$ cat src/rtl/i2c_tgt_pkg.sv
package i2c_tgt_pkg;

    localparam int BYTE_W = 8;

    localparam logic [1:0] REG_BUF  = 2'd0;
    localparam logic [1:0] REG_ADDR = 2'd1;
    localparam logic [1:0] REG_CTRL = 2'd2;
    localparam logic [1:0] REG_STAT = 2'd3;

    localparam logic [4:0] HDR10_PREFIX = 5'b11110;

    typedef enum logic [2:0] {
        ST_IDLE,
        ST_ADDR1,
        ST_ADDR2,
        ST_RX,
        ST_TX,
        ST_SKIP
    } eng_state_t;

    typedef struct packed {
        logic [1:0] addr_hi;
        logic       gc_en;
        logic       ten_bit;
        logic       enable;
    } ctrl_t;

    typedef struct packed {
        logic ovf;
        logic irq;
        logic gc_hit;
        logic stop_seen;
        logic start_seen;
        logic is_data;
        logic tx_mode;
        logic buf_full;
    } status_t;

    function automatic logic hdr10_match(input logic [BYTE_W-1:0] b,
                                         input logic [1:0]        hi);
        return (b[BYTE_W-1 -: 5] == HDR10_PREFIX) && (b[2:1] == hi);
    endfunction

endpackage

$ cat src/rtl/i2c_tgt_sync.sv
module i2c_tgt_sync #(
    parameter int STAGES = 2
) (
    input  logic clk,
    input  logic rst,
    input  logic scl_i,
    input  logic sda_i,
    output logic sda_s,
    output logic scl_rise,
    output logic scl_fall,
    output logic start_det,
    output logic stop_det
);
    logic [STAGES-1:0] scl_ff, sda_ff;
    logic scl_s, scl_q, sda_q;

    always_ff @(posedge clk) begin
        if (rst) begin
            scl_ff <= '1;
            sda_ff <= '1;
            scl_q  <= 1'b1;
            sda_q  <= 1'b1;
        end else begin
            scl_ff <= {scl_ff[STAGES-2:0], scl_i};
            sda_ff <= {sda_ff[STAGES-2:0], sda_i};
            scl_q  <= scl_s;
            sda_q  <= sda_s;
        end
    end

    assign scl_s     = scl_ff[STAGES-1];
    assign sda_s     = sda_ff[STAGES-1];
    assign scl_rise  = scl_s & ~scl_q;
    assign scl_fall  = ~scl_s & scl_q;
    assign start_det = scl_s & scl_q & sda_q & ~sda_s;
    assign stop_det  = scl_s & scl_q & ~sda_q & sda_s;
endmodule

$ cat src/rtl/i2c_tgt_match.sv
module i2c_tgt_match
    import i2c_tgt_pkg::*;
(
    input  logic              is_second,
    input  logic [BYTE_W-1:0] rx_byte,
    input  ctrl_t             ctrl,
    input  logic [BYTE_W-1:0] own_addr,
    input  logic              ten_ok,
    output logic              hit,
    output logic              to_tx,
    output logic              need_second,
    output logic              is_gc
);
    logic own7, hdr, gc;

    always_comb begin
        own7        = rx_byte[BYTE_W-1:1] == own_addr[BYTE_W-2:0];
        hdr         = hdr10_match(rx_byte, ctrl.addr_hi);
        gc          = ctrl.gc_en && (rx_byte == '0);
        hit         = 1'b0;
        to_tx       = 1'b0;
        need_second = 1'b0;
        is_gc       = 1'b0;
        if (is_second) begin
            hit = rx_byte == own_addr;
        end else if (gc) begin
            hit   = 1'b1;
            is_gc = 1'b1;
        end else if (!ctrl.ten_bit) begin
            hit   = own7;
            to_tx = own7 && rx_byte[0];
        end else if (hdr && !rx_byte[0]) begin
            hit         = 1'b1;
            need_second = 1'b1;
        end else if (hdr && ten_ok) begin
            hit   = 1'b1;
            to_tx = 1'b1;
        end
    end
endmodule

$ cat src/rtl/i2c_tgt_engine.sv
module i2c_tgt_engine
    import i2c_tgt_pkg::*;
(
    input  logic              clk,
    input  logic              rst,
    input  ctrl_t             ctrl,
    input  logic [BYTE_W-1:0] own_addr,
    input  logic              sda_s,
    input  logic              scl_rise,
    input  logic              scl_fall,
    input  logic              start_det,
    input  logic              stop_det,
    input  logic              buf_wr,
    input  logic              buf_rd,
    input  logic [BYTE_W-1:0] buf_wdata,
    input  logic              stat_wr,
    input  logic [1:0]        stat_wdata,
    output logic [BYTE_W-1:0] buf_q,
    output status_t           stat,
    output logic              scl_oe,
    output logic              sda_oe
);
    localparam int CNT_W = $clog2(BYTE_W + 2);
    localparam logic [CNT_W-1:0] CNT_LAST = CNT_W'(BYTE_W);
    localparam logic [CNT_W-1:0] CNT_ACK  = CNT_W'(BYTE_W + 1);

    eng_state_t        state, nxt_q;
    logic [CNT_W-1:0]  cnt;
    logic [BYTE_W-1:0] sr;
    logic bf, ovf, irq_f, da, tx_mode, gc_hit, s_bit, p_bit;
    logic sda_drv, scl_hold, ten_ok, mnack, tx_loaded;
    logic m_hit, m_tx, m_second, m_gc, accept;

    i2c_tgt_match u_match (
        .is_second  (state == ST_ADDR2),
        .rx_byte    (sr),
        .ctrl       (ctrl),
        .own_addr   (own_addr),
        .ten_ok     (ten_ok),
        .hit        (m_hit),
        .to_tx      (m_tx),
        .need_second(m_second),
        .is_gc      (m_gc)
    );

    assign accept = (state == ST_RX) || m_hit;

    always_ff @(posedge clk) begin
        if (rst) begin
            state <= ST_IDLE;  nxt_q <= ST_IDLE;
            cnt <= '0;  sr <= '0;  buf_q <= '0;
            bf <= 1'b0;  ovf <= 1'b0;  irq_f <= 1'b0;  da <= 1'b0;
            tx_mode <= 1'b0;  gc_hit <= 1'b0;  s_bit <= 1'b0;  p_bit <= 1'b0;
            sda_drv <= 1'b0;  scl_hold <= 1'b0;  ten_ok <= 1'b0;
            mnack <= 1'b0;  tx_loaded <= 1'b0;
        end else begin
            tx_loaded <= 1'b0;
            if (tx_loaded) scl_hold <= 1'b0;
            if (buf_rd) bf <= 1'b0;
            if (stat_wr) begin
                ovf   <= stat_wdata[1];
                irq_f <= stat_wdata[0];
            end
            if (buf_wr) begin
                buf_q <= buf_wdata;
                sr    <= buf_wdata;
                if (state == ST_TX && scl_hold) begin
                    sda_drv   <= ~buf_wdata[BYTE_W-1];
                    tx_loaded <= 1'b1;
                end
            end

            if (stop_det) begin
                state <= ST_IDLE;  s_bit <= 1'b0;  p_bit <= 1'b1;
                sda_drv <= 1'b0;  scl_hold <= 1'b0;  ten_ok <= 1'b0;
            end else if (start_det) begin
                s_bit <= 1'b1;  p_bit <= 1'b0;  gc_hit <= 1'b0;
                sda_drv <= 1'b0;  scl_hold <= 1'b0;  cnt <= '0;  mnack <= 1'b0;
                state <= ctrl.enable ? ST_ADDR1 : ST_IDLE;
            end else if (scl_rise) begin
                if (state inside {ST_ADDR1, ST_ADDR2, ST_RX, ST_TX}) begin
                    if (cnt < CNT_LAST && state != ST_TX)
                        sr <= {sr[BYTE_W-2:0], sda_s};
                    if (cnt < CNT_ACK) cnt <= cnt + 1'b1;
                    if (state == ST_TX && cnt == CNT_LAST) mnack <= sda_s;
                end
            end else if (scl_fall) begin
                if (state == ST_TX) begin
                    if (cnt == CNT_ACK) begin
                        cnt   <= '0;
                        mnack <= 1'b0;
                        if (mnack) state <= ST_SKIP;
                        else begin
                            scl_hold <= 1'b1;
                            irq_f    <= 1'b1;
                        end
                    end else if (cnt == CNT_LAST) begin
                        sda_drv <= 1'b0;
                    end else if (cnt != '0) begin
                        sda_drv <= ~sr[BYTE_W-2];
                        sr      <= {sr[BYTE_W-2:0], 1'b0};
                    end
                end else if (state inside {ST_ADDR1, ST_ADDR2, ST_RX}) begin
                    if (cnt == CNT_LAST) begin
                        if (!accept) begin
                            nxt_q <= ST_SKIP;
                        end else if (bf) begin
                            ovf   <= 1'b1;
                            nxt_q <= ST_SKIP;
                        end else begin
                            buf_q   <= sr;
                            bf      <= 1'b1;
                            irq_f   <= 1'b1;
                            sda_drv <= 1'b1;
                            da      <= (state == ST_RX);
                            if (state == ST_ADDR1) begin
                                tx_mode <= m_tx;
                                gc_hit  <= m_gc;
                                nxt_q   <= m_second ? ST_ADDR2 : (m_tx ? ST_TX : ST_RX);
                            end else if (state == ST_ADDR2) begin
                                tx_mode <= 1'b0;
                                ten_ok  <= 1'b1;
                                nxt_q   <= ST_RX;
                            end else begin
                                nxt_q <= ST_RX;
                            end
                        end
                    end else if (cnt == CNT_ACK) begin
                        sda_drv <= 1'b0;
                        cnt     <= '0;
                        state   <= nxt_q;
                        if (nxt_q == ST_TX) scl_hold <= 1'b1;
                    end
                end
            end
        end
    end

    always_comb begin
        stat.ovf        = ovf;
        stat.irq        = irq_f;
        stat.gc_hit     = gc_hit;
        stat.stop_seen  = p_bit;
        stat.start_seen = s_bit;
        stat.is_data    = da;
        stat.tx_mode    = tx_mode;
        stat.buf_full   = bf;
    end

    assign scl_oe = scl_hold;
    assign sda_oe = sda_drv;
endmodule

$ cat src/rtl/i2c_target_ctrl.sv
module i2c_target_ctrl
    import i2c_tgt_pkg::*;
#(
    parameter int SYNC_STAGES = 2
) (
    input  logic       clk,
    input  logic       rst,
    input  logic       scl_i,
    input  logic       sda_i,
    output logic       scl_oe,
    output logic       sda_oe,
    input  logic [1:0] reg_sel,
    input  logic       reg_wr,
    input  logic       reg_rd,
    input  logic [7:0] reg_wdata,
    output logic [7:0] reg_rdata,
    output logic       irq
);
    localparam int CTRL_W = $bits(ctrl_t);

    ctrl_t             ctrl_q;
    logic [BYTE_W-1:0] own_q;
    logic [BYTE_W-1:0] buf_w;
    status_t           stat_w;
    logic sda_s, scl_rise, scl_fall, start_det, stop_det;

    always_ff @(posedge clk) begin
        if (rst) begin
            ctrl_q <= '0;
            own_q  <= '0;
        end else if (reg_wr) begin
            if (reg_sel == REG_CTRL) ctrl_q <= ctrl_t'(reg_wdata[CTRL_W-1:0]);
            if (reg_sel == REG_ADDR) own_q  <= reg_wdata;
        end
    end

    i2c_tgt_sync #(.STAGES(SYNC_STAGES)) u_sync (
        .clk      (clk),
        .rst      (rst),
        .scl_i    (scl_i),
        .sda_i    (sda_i),
        .sda_s    (sda_s),
        .scl_rise (scl_rise),
        .scl_fall (scl_fall),
        .start_det(start_det),
        .stop_det (stop_det)
    );

    i2c_tgt_engine u_eng (
        .clk       (clk),
        .rst       (rst),
        .ctrl      (ctrl_q),
        .own_addr  (own_q),
        .sda_s     (sda_s),
        .scl_rise  (scl_rise),
        .scl_fall  (scl_fall),
        .start_det (start_det),
        .stop_det  (stop_det),
        .buf_wr    (reg_wr && reg_sel == REG_BUF),
        .buf_rd    (reg_rd && reg_sel == REG_BUF),
        .buf_wdata (reg_wdata),
        .stat_wr   (reg_wr && reg_sel == REG_STAT),
        .stat_wdata(reg_wdata[7:6]),
        .buf_q     (buf_w),
        .stat      (stat_w),
        .scl_oe    (scl_oe),
        .sda_oe    (sda_oe)
    );

    always_comb begin
        case (reg_sel)
            REG_BUF:  reg_rdata = buf_w;
            REG_ADDR: reg_rdata = own_q;
            REG_CTRL: reg_rdata = 8'(ctrl_q);
            default:  reg_rdata = stat_w;
        endcase
    end

    assign irq = stat_w.irq;
endmodule

$ cat config.mk
export PLATFORM = sky130hd
export DESIGN_NAME = i2c_target_ctrl
export DESIGN_NICKNAME = d
export VERILOG_FILES = /design/src/rtl/i2c_tgt_pkg.sv /design/src/rtl/i2c_tgt_sync.sv /design/src/rtl/i2c_tgt_match.sv /design/src/rtl/i2c_tgt_engine.sv /design/src/rtl/i2c_target_ctrl.sv
export SDC_FILE = /design/constraint.sdc
export NUM_CORES = 1
export LEC_CHECK = 0
export BUFFER_PORTS_ARGS = -buffer_cell sky130_fd_sc_hd__buf_4
export CORE_MARGIN = 8
export CORE_UTILIZATION = 55
export CTS_CLUSTER_DIAMETER = 50
export CTS_CLUSTER_SIZE = 25
export DETAILED_ROUTE_END_ITERATION = 6
export PLACE_DENSITY = 0.74
export SLEW_MARGIN = 10
export SYNTH_ARGS = -nofsm -noshare
export SYNTH_HDL_FRONTEND = slang
export SYNTH_SLANG_ARGS = --single-unit
$ cat constraint.sdc
create_clock -name clk -period 2.8 [get_ports clk]
set_input_delay 0.42 -clock clk [delete_from_list [all_inputs] [get_ports clk]]
set_output_delay 0.42 -clock clk [all_outputs]
set_load 0.02 [all_outputs]
==> results of run 1 <==
==> final cells by class <==
type	count	area [µm²]
clock buffers	10	138
clock inverters	6	114
fillers	491	2080
inverters	7	26.3
multi-input cells	278	1920
flip-flops and latches	58	1160
well taps	75	93.8
repair buffers	33	248
==> routing by layer <==
layer	share of wire, %	up-vias	GRT usage (%)
met5	0	-	0
met4	2.0	0	8.86
met3	4.6	18	4.29
met2	49	69	32.0
met1	45	1297	23.3
li1	-	1348	-
==> stage by stage <==
step | std cells | utilization, % | hold WS (ps)
finish | 467 | 64.1 | 250
global route | 467 | 64.1 | 248
CTS | 467 | 64.1 | 248
detailed placement | 451 | 59.7 | 393
global placement | 451 | 59.7 | 394
floorplan | 368 | - | 389
==> state kept, by name, indices dropped and copies added, names as in the netlist, 2 cells and up <==
register,count
u_eng.nxt_q,3
u_eng.sr,8
own_q,8
u_sync.sda_ff,2
u_eng.state,3
ctrl_q,5
u_eng.buf_q,8
u_sync.scl_ff,2
u_eng.cnt,4
==> power groups by stage <==
stage / Combinational [mW] / Clock (mW) / Sequential (mW)
final: 0.183 / 0.981 / 0.868
after global routing: 0.200 / 1.02 / 0.871
after detailed placement: 0.180 / 0 / 0.886
after CTS: 0.182 / 0.985 / 0.868
after floorplan: 0.132 / 0 / 0.875
after global placement: 0.178 / 0 / 0.885
==> worst paths after layout <==
check | slack, ps | end | cells past startpoint | startpoint
worst max-delay path | 380 | u_eng.buf_q[5] | 7 | u_eng.sr[4]
worst min-delay path | 250 | u_sync.scl_ff[0] | 2 | scl_i
worst max register to register | 380 | u_eng.buf_q[5] | 7 | u_eng.sr[4]
worst min register to register | 410 | u_sync.scl_ff[1] | 1 | u_sync.scl_ff[0]
==> layout by cell type (no fill, tap or decap), types with 4 or more instances in the layout <==
master	netlist	routed
nor3_1	4	4
o21ai_0	20	20
nand3b_1	6	6
or2_2	6	6
inv_1	7	7
xnor2_1	5	5
mux2i_1	37	37
dfxtp_1	58	58
nor2_1	49	49
buf_4	0	33
mux4_2	5	5
a21oi_1	16	16
nor4_1	4	4
nand3_1	13	13
mux2_2	8	8
o22ai_1	4	4
nor2b_1	13	13
xor2_1	13	13
nand2_1	24	24
clkbuf_8	0	10
a211oi_1	5	5
==> kinds of logic after synthesis <==
kind of cell               Yosys count  synth area share [%]
DFF                                 58                  36.1
xor gates and xnor gates            18                  4.90
muxes                               50                  17.8
adders and majority gates            3                  1.17
AOI/OAI and AO/OA                   69                  14.3
buffers and inverters               32                  4.20
and+or+nand+nor                    138                  21.5
==> worst max-delay path, stage by stage, from the launching register on <==
cell and delay [ps]:
dfxtp_1 500, nand4b_1 140, or4_4 560, o22a_1 270, nand2_1 120, nand3b_1 190
buf_4 240, mux2_2 270
==> out/metrics.yaml, run 1 <==
p_int_mw: 1.54
p_leak_nw: 1.51
vias: 2732
cts_tree: "yes"
row_count: 28
nNetsFinal: 406
p_sw_share_pct: 24.1
cp_max_fo: 7
dp_hpwl_mm: 5.79
synthTopCellsByCount: "dfxtp_1 (58), nor2_1 (49), mux2i_1 (37), nand2_1 (24), o21ai_0 (20)"
path_clk_slew_ps: 80
required_ps: 3030
fin_ws_ps: 385
setup_viol: 0
antenna_found_initial: 0
firstDrtPassIters: 4
finalHoldViolCount: 0
postCtsHoldBufs: 0
synthCells: 368
track_usage_pct: 19.3
core_um2: 5780
clk_latency_ps: 350
grt_pass1_wl_mm: 13.3
antenna_cells: 0
htreeDepth: 3
ys_warn_count: 0
worstSetupPathType: "reg2reg"
synth_seq_cells: 58
io_buffers: 26
ios: 27
place_congestion: 0.959
clock-root-buffer: "clkbuf_8"
synthArstFlopShare_pct: 0
seqPwrFrac_pct: 42.7
yosysSeqAreaShare_pct: 36.1
worst_pin_slew_ps: 602
grt_max_degree: 54
syn_to_final_growth_pct: 15.2
synth_cell_types: 52
outcome: "finished clean"
drc: 0
p_per_area_nw_per_um2: 549
gr-total-overflow: 0
synth_top_area_cell: "dfxtp_1"
drtIter0Drc: 228
slew_violations: 0
endpoint_kind: "register"
synth-edff-count: 0
viasPerCell: 5.85
irDropWorstVdd_uv: 363
syn_nets: 387
grt_pass1_vias: 2636
start_util_pct: 55.6
max_freq_mhz: 414
die_h_um: 92.4
yosys-top-cells-area: "dfxtp_1 (36%), mux2i_1 (12%), nor2_1 (5.7%), xor2_1 (3.5%), mux4_2 (3.5%)"
syn_area_um2: 3210
numCtsBuffers: 9
max-slew-margin-rel_pct: 59.7
synth_top_area_share_pct: 36.1
tns_ps: 0
fp.dieW_um: 92.4
hold_class: "in2reg"
rsz0062_at_grt: "false"
period_share_pct: 86.3
yosysMostFrequentCell: "dfxtp_1"
comb_power_share_pct: 9.0
ctsResizeCount: 0
total_power_mw: 2.03
clockBufferDepth: 2
postRouteWirelength_mm: 8.12
synth-main-ff-cell: "dfxtp_1"
cts.sinks: 58
wl_per_cell_um: 17.4
dp_slack_ps: 431
die_area_um2: 8550
min_period_ps: 2420
placed_area_um2: 3450
ant_nets: 0
clock_power_share_pct: 48.3
layout-drive-gt1-share_pct: 19.1
fin_skew_ps: 8.90
maxCapViolCount: 0
avgSynthCellArea_um2: 8.73
final_cell_area_um2: 3700
power.switching_uw: 490
postCtsSetupBuffers: 0
cp-start-kind: "register"
cp_data_arrival_time_ps: 2650
Power figures use the tool's default switching activity.
==> run 2, diff against run 1 <==
ABC_AREA = 1   (was not set)
==> run 2 against run 1 <==
  * Sequential cell count did not move
  * Worst setup slack better by 320 ps
  * Non-clock buffer count decreased by 3
  * Critical endpoint is now u_eng.buf_q[6]
  * Sequential power is 0.9% higher
  * Die area is 2.7% higher
  * Final area grew 2.0%
  * Worst hold slack better by 22 ps
  * Utilization is 0.11 points higher
  * Clock skew decreased by 1.7 ps
  * Total power fell by 11%
  * Count of clock-buffer cells in the layout up 2
  * Highest routed layer unchanged
  * Largest power group is now sequential cells
==> out/metrics.yaml, run 2 <==
numCtsBuffers: 9  # unchanged
maxCapViolCount: 0  # unchanged
yosysSeqAreaShare_pct: 35.0  # was 36.1%
tns_ps: 0  # unchanged
max_freq_mhz: 477  # was 414 MHz
cts_tree: "yes"  # unchanged
worst_pin_slew_ps: 518  # was 602 ps
busiest_layer: "met2"  # unchanged
crit_cells: 12  # was 7
synthArstFlopShare_pct: 0  # unchanged
biggestRegsByFlops: "own_q (8), u_eng.buf_q (8), u_eng.sr (8)"  # unchanged
cts.sinks: 58  # unchanged
max-slew-margin-rel_pct: 65.3  # was 59.7%
min_period_ps: 2090  # was 2420 ps
synth_top_area_share_pct: 35.0  # was 36.1%
syn_area_um2: 3320  # was 3210 µm²
period_share_pct: 74.8  # was 86.3%
grtUsageMet3_pct: 4.72  # was 4.29%
slew_violations: 0  # unchanged
cp_max_fo: 8  # was 7
avgSynthCellArea_um2: 6.63  # was 8.73 µm²
place_congestion: 0.972  # was 0.959
total_power_mw: 1.81  # was 2.03 mW
synthTopCellsByCount: "nand2_1 (107), inv_1 (75), nor2_1 (65), dfxtp_1 (58), o21ai_0 (52)"  # was dfxtp_1 (58), nor2_1 (49), mux2i_1 (37), nand2_1 (24), o21ai_0 (20)
synthCells: 501  # was 368
postCtsSetupBuffers: 0  # unchanged
ios: 27  # unchanged
io_buffers: 26  # unchanged
die_h_um: 93.7  # was 92.4 µm
n_fill_cell: 552  # was 491
irDropWorstVdd_uv: 318  # was 363 µV
outcome: "finished clean"  # unchanged
final_common_cell: "nand2_1"  # was dfxtp_1
synth_cell_types: 46  # was 52
grt_pass1_vias: 3186  # was 2636
dp_hpwl_mm: 7.41  # was 5.79 mm
htreeDepth: 3  # unchanged
yosysMostFrequentCell: "nand2_1"  # was dfxtp_1
clock-root-buffer: "clkbuf_8"  # unchanged
die_area_um2: 8780  # was 8550 µm²
postCtsHoldBufs: 0  # unchanged
clk_latency_ps: 340  # was 350 ps
grt_pass1_wl_mm: 15.4  # was 13.3 mm
track_usage_pct: 22.4  # was 19.3%
hold_class: "in2reg"  # unchanged
required_ps: 3030  # about the same
viasPerCell: 5.62  # was 5.85
crit_chain: "inv_1, nand3_1, nor2_1, nand2_1, nor2_1, nor2_1, nand2_1, nand2_2, nand2_4, nand4_1, o21ai_1, a21oi_1"  # was nand4b_1, or4_4, o22a_1, nand2_1, nand3b_1, buf_4, mux2_2
drc: 0  # unchanged
syn_to_final_growth_pct: 13.8  # was 15.2%
fp.dieW_um: 93.7  # was 92.4 µm
ys_warn_count: 0  # unchanged
rr_startpoint: "u_eng.sr[3]"  # was u_eng.sr[4]
rr_worst_depth: 12  # was 7
antenna_found_initial: 0  # unchanged
nNetsFinal: 553  # was 406
path_clk_slew_ps: 60  # was 80 ps
yosys-top-cells-area: "dfxtp_1 (35%), nand2_1 (12%), inv_1 (8.5%), o21ai_0 (7.8%), nor2_1 (7.4%)"  # was dfxtp_1 (36%), mux2i_1 (12%), nor2_1 (5.7%), xor2_1 (3.5%), mux4_2 (3.5%)
row_count: 28  # unchanged
utilization_pct: 64.2  # was 64.1%
multi_input_area_um2: 1810  # was 1920 µm²
dp_slack_ps: 595  # was 431 ps
crit_path_max_incr_delay_ps: 370  # was 560 ps
cpLargestDelayFamily: "simple AND/OR/NAND/NOR gates"  # unchanged
start_util_pct: 56.4  # was 55.6%
rsz0062_at_grt: "false"  # unchanged
layout-drive-gt1-share_pct: 14.3  # was 19.1%
worst_path_most_repeated_cell: "nor2_1"
p_per_area_nw_per_um2: 479  # was 549 nW/µm²
clockBufferDepth: 2  # unchanged
antenna_cells: 0  # unchanged
worstSetupPathType: "reg2reg"  # unchanged
crit_path_start: "u_eng.sr[3]"  # was u_eng.sr[4]
hp-start: "scl_i"  # unchanged
endpoint_kind: "register"  # unchanged
gr-total-overflow: 0  # unchanged
synth-edff-count: 0  # unchanged
synth-main-ff-cell: "dfxtp_1"  # unchanged
drtIter0Drc: 297  # was 228
cp_data_arrival_time_ps: 2320  # was 2650 ps
wl_per_cell_um: 15.6  # was 17.4 µm
syn_nets: 520  # was 387
cp-start-kind: "register"  # unchanged
critPathSlowestCell: "dfxtp_1"  # was or4_4
setup_viol: 0  # unchanged
firstDrtPassIters: 5  # was 4
grt_use_met1_pct: 30.4  # was 23.3%
ctsResizeCount: 0  # unchanged
finalHoldViolCount: 0  # unchanged
fin_skew_ps: 7.18  # was 8.90 ps
postRouteWirelength_mm: 9.57  # was 8.12 mm
fin_ws_ps: 706  # was 385 ps
met2_usage_pct: 33.5  # was 32.0%
ant_nets: 0  # unchanged
grt_max_degree: 24  # was 54
hold_path_depth: 2  # unchanged
path_buf_inv: 1  # unchanged
vias: 3445  # was 2732
core_um2: 5890  # was 5780 µm²
synth_top_area_cell: "dfxtp_1"  # unchanged
p_leak_nw: 1.60  # was 1.51 nW
regArea_um2: 1160  # unchanged
synth_seq_cells: 58  # unchanged
final_cell_mix: "nand2_1 (107), inv_1 (75), nor2_1 (65)"  # was dfxtp_1 (58), nor2_1 (49), mux2i_1 (37)
## run 2: logic make-up after synthesis
family,after synthesis,share of synthesized area [%]
fa+ha+maj,3,1.13
simple gates,223,30.8
compound gates,121,21.3
mux,2,0.603
xor+xnor,3,0.792
flops,58,35.0
buf+inv,91,10.4
## run 2: worst paths after layout
check	slack, ps	endpoint
worst max-delay path	710	u_eng.buf_q[6]
worst min-delay path	270	u_sync.scl_ff[0]
worst max register to register	710	u_eng.buf_q[6]
worst min register to register	410	u_sync.sda_ff[1]
## run 2: per-stage QoR
stage	instances	area, µm²	hold slack [ps]
5_1_grt	613	3780	263
4_1_cts	613	3780	268
6_report	613	3780	272
3_5_place_dp	598	3610	398
3_3_place_gp	598	3610	399
2_1_floorplan	501	3320	389
## run 2: worst reg2reg max path, cell delays in order, from the launching register on
cell and delay, ps:
dfxtp_1 370, inv_1 170, nand3_1 90, nor2_1 230, nand2_1 110, nor2_1 90
nor2_1 60, nand2_1 60, nand2_2 60, nand2_4 110, nand4_1 310, o21ai_1 240
a21oi_1 80
## run 2: where the power goes
group / switching, mW / internal (mW)
registers: 0.0235 / 0.852
clock network: 0.318 / 0.360
logic: 0.168 / 0.0868
total: 0.509 / 1.30
## run 2: layout make-up
cell class | instances | area share [%]
clock buffer | 12 | 4.11
clock inverter | 3 | 0.397
inverter | 83 | 8.31
multi-input combinational | 352 | 48.0
sequential | 58 | 30.7
tap | 75 | 2.48
timing repair buffer | 30 | 5.96
## run 2: metal layers
metal	up-vias	part of all wire [%]
li1	1713	-
met1	1544	44
met2	162	44
met3	26	9.6
met4	0	2.2
met5	-	0
==> run 3, diff against run 2 <==
CORE_UTILIZATION = 54   (was 55)
PLACE_DENSITY = 0.76   (was 0.74)
clock period = 1.8 ns   (was 2.8 ns; I/O delays follow)
==> run 3 against run 2 <==
  * Clock power grew 87%
  * Register-to-register slack got worse by 710 ps
  * The flow now finishes with violations (negative setup slack)
  * Cell count rose by 9.3%
  * Global-route usage grew 2.1 points
  * First-iteration DRC count rose by 18%
  * Clock skew up 0.56 ps
  * Largest cell class unchanged
  * Routed wire length rose by 15%
  * Sequential power grew 55%
==> out/metrics.yaml, run 3 (synthesis gave the netlist of run 2 again) <==
viasPerCell: 5.66  # was 5.62
die_h_um: 94.4  # was 93.7 µm
period_share_pct: 100  # was 74.8%
cp_data_arrival_time_ps: 2080  # was 2320 ps
final_common_cell: "nand2_1"  # unchanged
placed_area_um2: 3890  # was 3610 µm²
final_cell_mix: "nand2_1 (95), buf_4 (81), inv_1 (64)"  # was nand2_1 (107), inv_1 (75), nor2_1 (65)
worstSetupPathType: "reg2reg"  # unchanged
final_cell_area_um2: 4490  # was 3780 µm²
setup_viol: 2  # was 0
cp_max_fo: 8  # unchanged
cts.sinks: 58  # unchanged
rr_worst_depth: 14  # was 12
cts_tree: "yes"  # unchanged
crit_path_max_incr_delay_ps: 360  # was 370 ps
grt_pass1_vias: 3533  # was 3186
p_per_area_nw_per_um2: 703  # was 479 nW/µm²
layout-drive-gt1-share_pct: 34.6  # was 14.3%
hp-start: "scl_i"  # unchanged
met2_usage_pct: 39.2  # was 33.5%
p_leak_nw: 1.92  # was 1.60 nW
ios: 27  # unchanged
crit_chain: "inv_4, nand2_1, nand2_1, nor2_4, nand2_2, nor2_2, nor2_2, nand2_1, nand2_2, nand2_4, nand3_4, nor2_4, nand2_2, a21oi_2"  # was inv_1, nand3_1, nor2_1, nand2_1, nor2_1, nor2_1, nand2_1, nand2_2, nand2_4, nand4_1, o21ai_1, a21oi_1
drc: 0  # unchanged
place_congestion: 0.991  # was 0.972
wl_per_cell_um: 16.4  # was 15.6 µm
violations: "negative setup slack"
antenna_cells: 0  # unchanged
cp-start-kind: "register"  # unchanged
htreeDepth: 3  # unchanged
finalHoldViolCount: 0  # unchanged
grt_use_met1_pct: 30.3  # was 30.4%
fin_skew_ps: 7.74  # was 7.18 ps
gr-total-overflow: 0  # unchanged
path_clk_slew_ps: 70  # was 60 ps
clk_latency_ps: 340  # about the same
postRouteWirelength_mm: 11.0  # was 9.57 mm
rr_startpoint: "u_eng.sr[2]"  # was u_eng.sr[3]
start_util_pct: 56.1  # was 56.4%
busiest_layer: "met2"  # unchanged
syn_to_final_growth_pct: 35.2  # was 13.8%
row_count: 28  # unchanged
fin_ws_ps: -6.82  # was 706 ps
clockBufferDepth: 2  # unchanged
track_usage_pct: 24.5  # was 22.4%
drtIter0Drc: 350  # was 297
endpoint_kind: "register"  # unchanged
rsz0062_at_grt: "true"  # was false
holdPathEnd: "u_sync.scl_ff[0]"  # unchanged
tns_ps: -7.62  # was 0 ps
reg2reg_to: "u_eng.ovf"  # was u_eng.buf_q[6]
fp.dieW_um: 94.4  # was 93.7 µm
dp_slack_ps: -138  # was 595 ps
biggestRegsByFlops: "own_q (8), u_eng.buf_q (8), u_eng.sr (8)"  # unchanged
min_period_ps: 1810  # was 2090 ps
slew_violations: 0  # unchanged
grt_max_degree: 24  # unchanged
outcome: "finished, violations left"  # was finished clean
vias: 3792  # was 3445
critPathSlowestCell: "dfxtp_2"  # was dfxtp_1
antenna_found_initial: 0  # unchanged
required_ps: 2070  # was 3030 ps
nNetsFinal: 609  # was 553
max_freq_mhz: 553  # was 477 MHz
hold_path_depth: 2  # unchanged
io_buffers: 26  # unchanged
irDropWorstVdd_uv: 557  # was 318 µV
grtUsageMet3_pct: 5.32  # was 4.72%
total_power_mw: 3.16  # was 1.81 mW
core_um2: 5920  # was 5890 µm²
numCtsBuffers: 9  # unchanged
postCtsHoldBufs: 0  # unchanged
firstDrtPassIters: 5  # unchanged
die_area_um2: 8910  # was 8780 µm²
maxCapViolCount: 0  # unchanged
dp_hpwl_mm: 8.04  # was 7.41 mm
hold_class: "in2reg"  # unchanged
rrSetupSlack_ps: -7  # was 710 ps
worst_pin_slew_ps: 513  # was 518 ps
grt_pass1_wl_mm: 16.9  # was 15.4 mm
clock-root-buffer: "clkbuf_8"  # unchanged
ant_nets: 0  # unchanged
max-slew-margin-rel_pct: 65.7  # was 65.3%
==> run 3: changes by cell type in the layout (fill, tap and decap cells not counted), sizes merged <==
cell,change
bufinv,+1
buf,+56
clkinvlp,+1
clkbuf,-1
==> run 3: worst max-delay path by stage <==
| stage | from | slack, ps | endpoint | cells past startpoint |
|---|---|---|---|---|
| detailed placement | u_eng.sr[2] | -140 | u_eng.buf_q[6] | 13 |
| CTS | ctrl_q[3] | -7 | u_eng.bf | 14 |
| global route | u_eng.sr[4] | -130 | u_eng.ovf | 14 |
| global placement | u_eng.sr[2] | -80 | u_eng.buf_q[6] | 13 |
| floorplan | u_eng.cnt[0] | 100 | u_eng.nxt_q[2] | 11 |
| finish | u_eng.sr[2] | -7 | u_eng.ovf | 14 |
==> run 3: critical path: cells and delay by family, from the launching register on <==
| kind | cells | cell delay (ps) |
|---|---|---|
| flops | 1 | 360 |
| simple gates | 12 | 1170 |
| compound gates | 1 | 140 |
| buf+inv | 1 | 50 |
==> run 3: cell type report <==
class,instances,area [µm²]
sequential,58,1200
tap,75,93.8
clock inverter,5,52.6
timing repair buffer,86,664
fill,463,1430
multi-input combinational,352,2000
inverter,83,324
clock buffer,11,151
==> run 3: layer usage <==
| layer | vias to the layer above | part of all wire [%] |
|---|---|---|
| met4 | 0 | 3.7 |
| li1 | 1819 | - |
| met3 | 39 | 8.4 |
| met1 | 1753 | 42 |
| met5 | - | 0 |
| met2 | 181 | 46 |
==> run 3: timing repair <==
| action | 4_1_cts | 5_1_grt |
|---|---|---|
| setup endpoints to repair | 18 | 28 |
| gates resized for setup | 22 | 82 |
| buffers inserted | 16 | 4 |
| pin swaps | 15 | 41 |
==> run 3: where the power goes <==
| group | total, mW | switching, mW | leakage, nW | internal [mW] |
|---|---|---|---|---|
| clock | 1.27 | 0.561 | 0.105 | 0.707 |
| sequential | 1.36 | 0.0365 | 0.483 | 1.32 |
| combinational | 0.529 | 0.312 | 1.34 | 0.216 |
==> run 3: per-stage QoR <==
stage | cells | util (%) | hold WS [ps]
4_1_cts | 668 | 72.1 | 102
5_1_grt | 670 | 75.8 | 104
3_5_place_dp | 636 | 65.7 | 399
2_1_floorplan | 501 | - | 374
6_report | 670 | 75.8 | 107
3_3_place_gp | 636 | 65.7 | 400
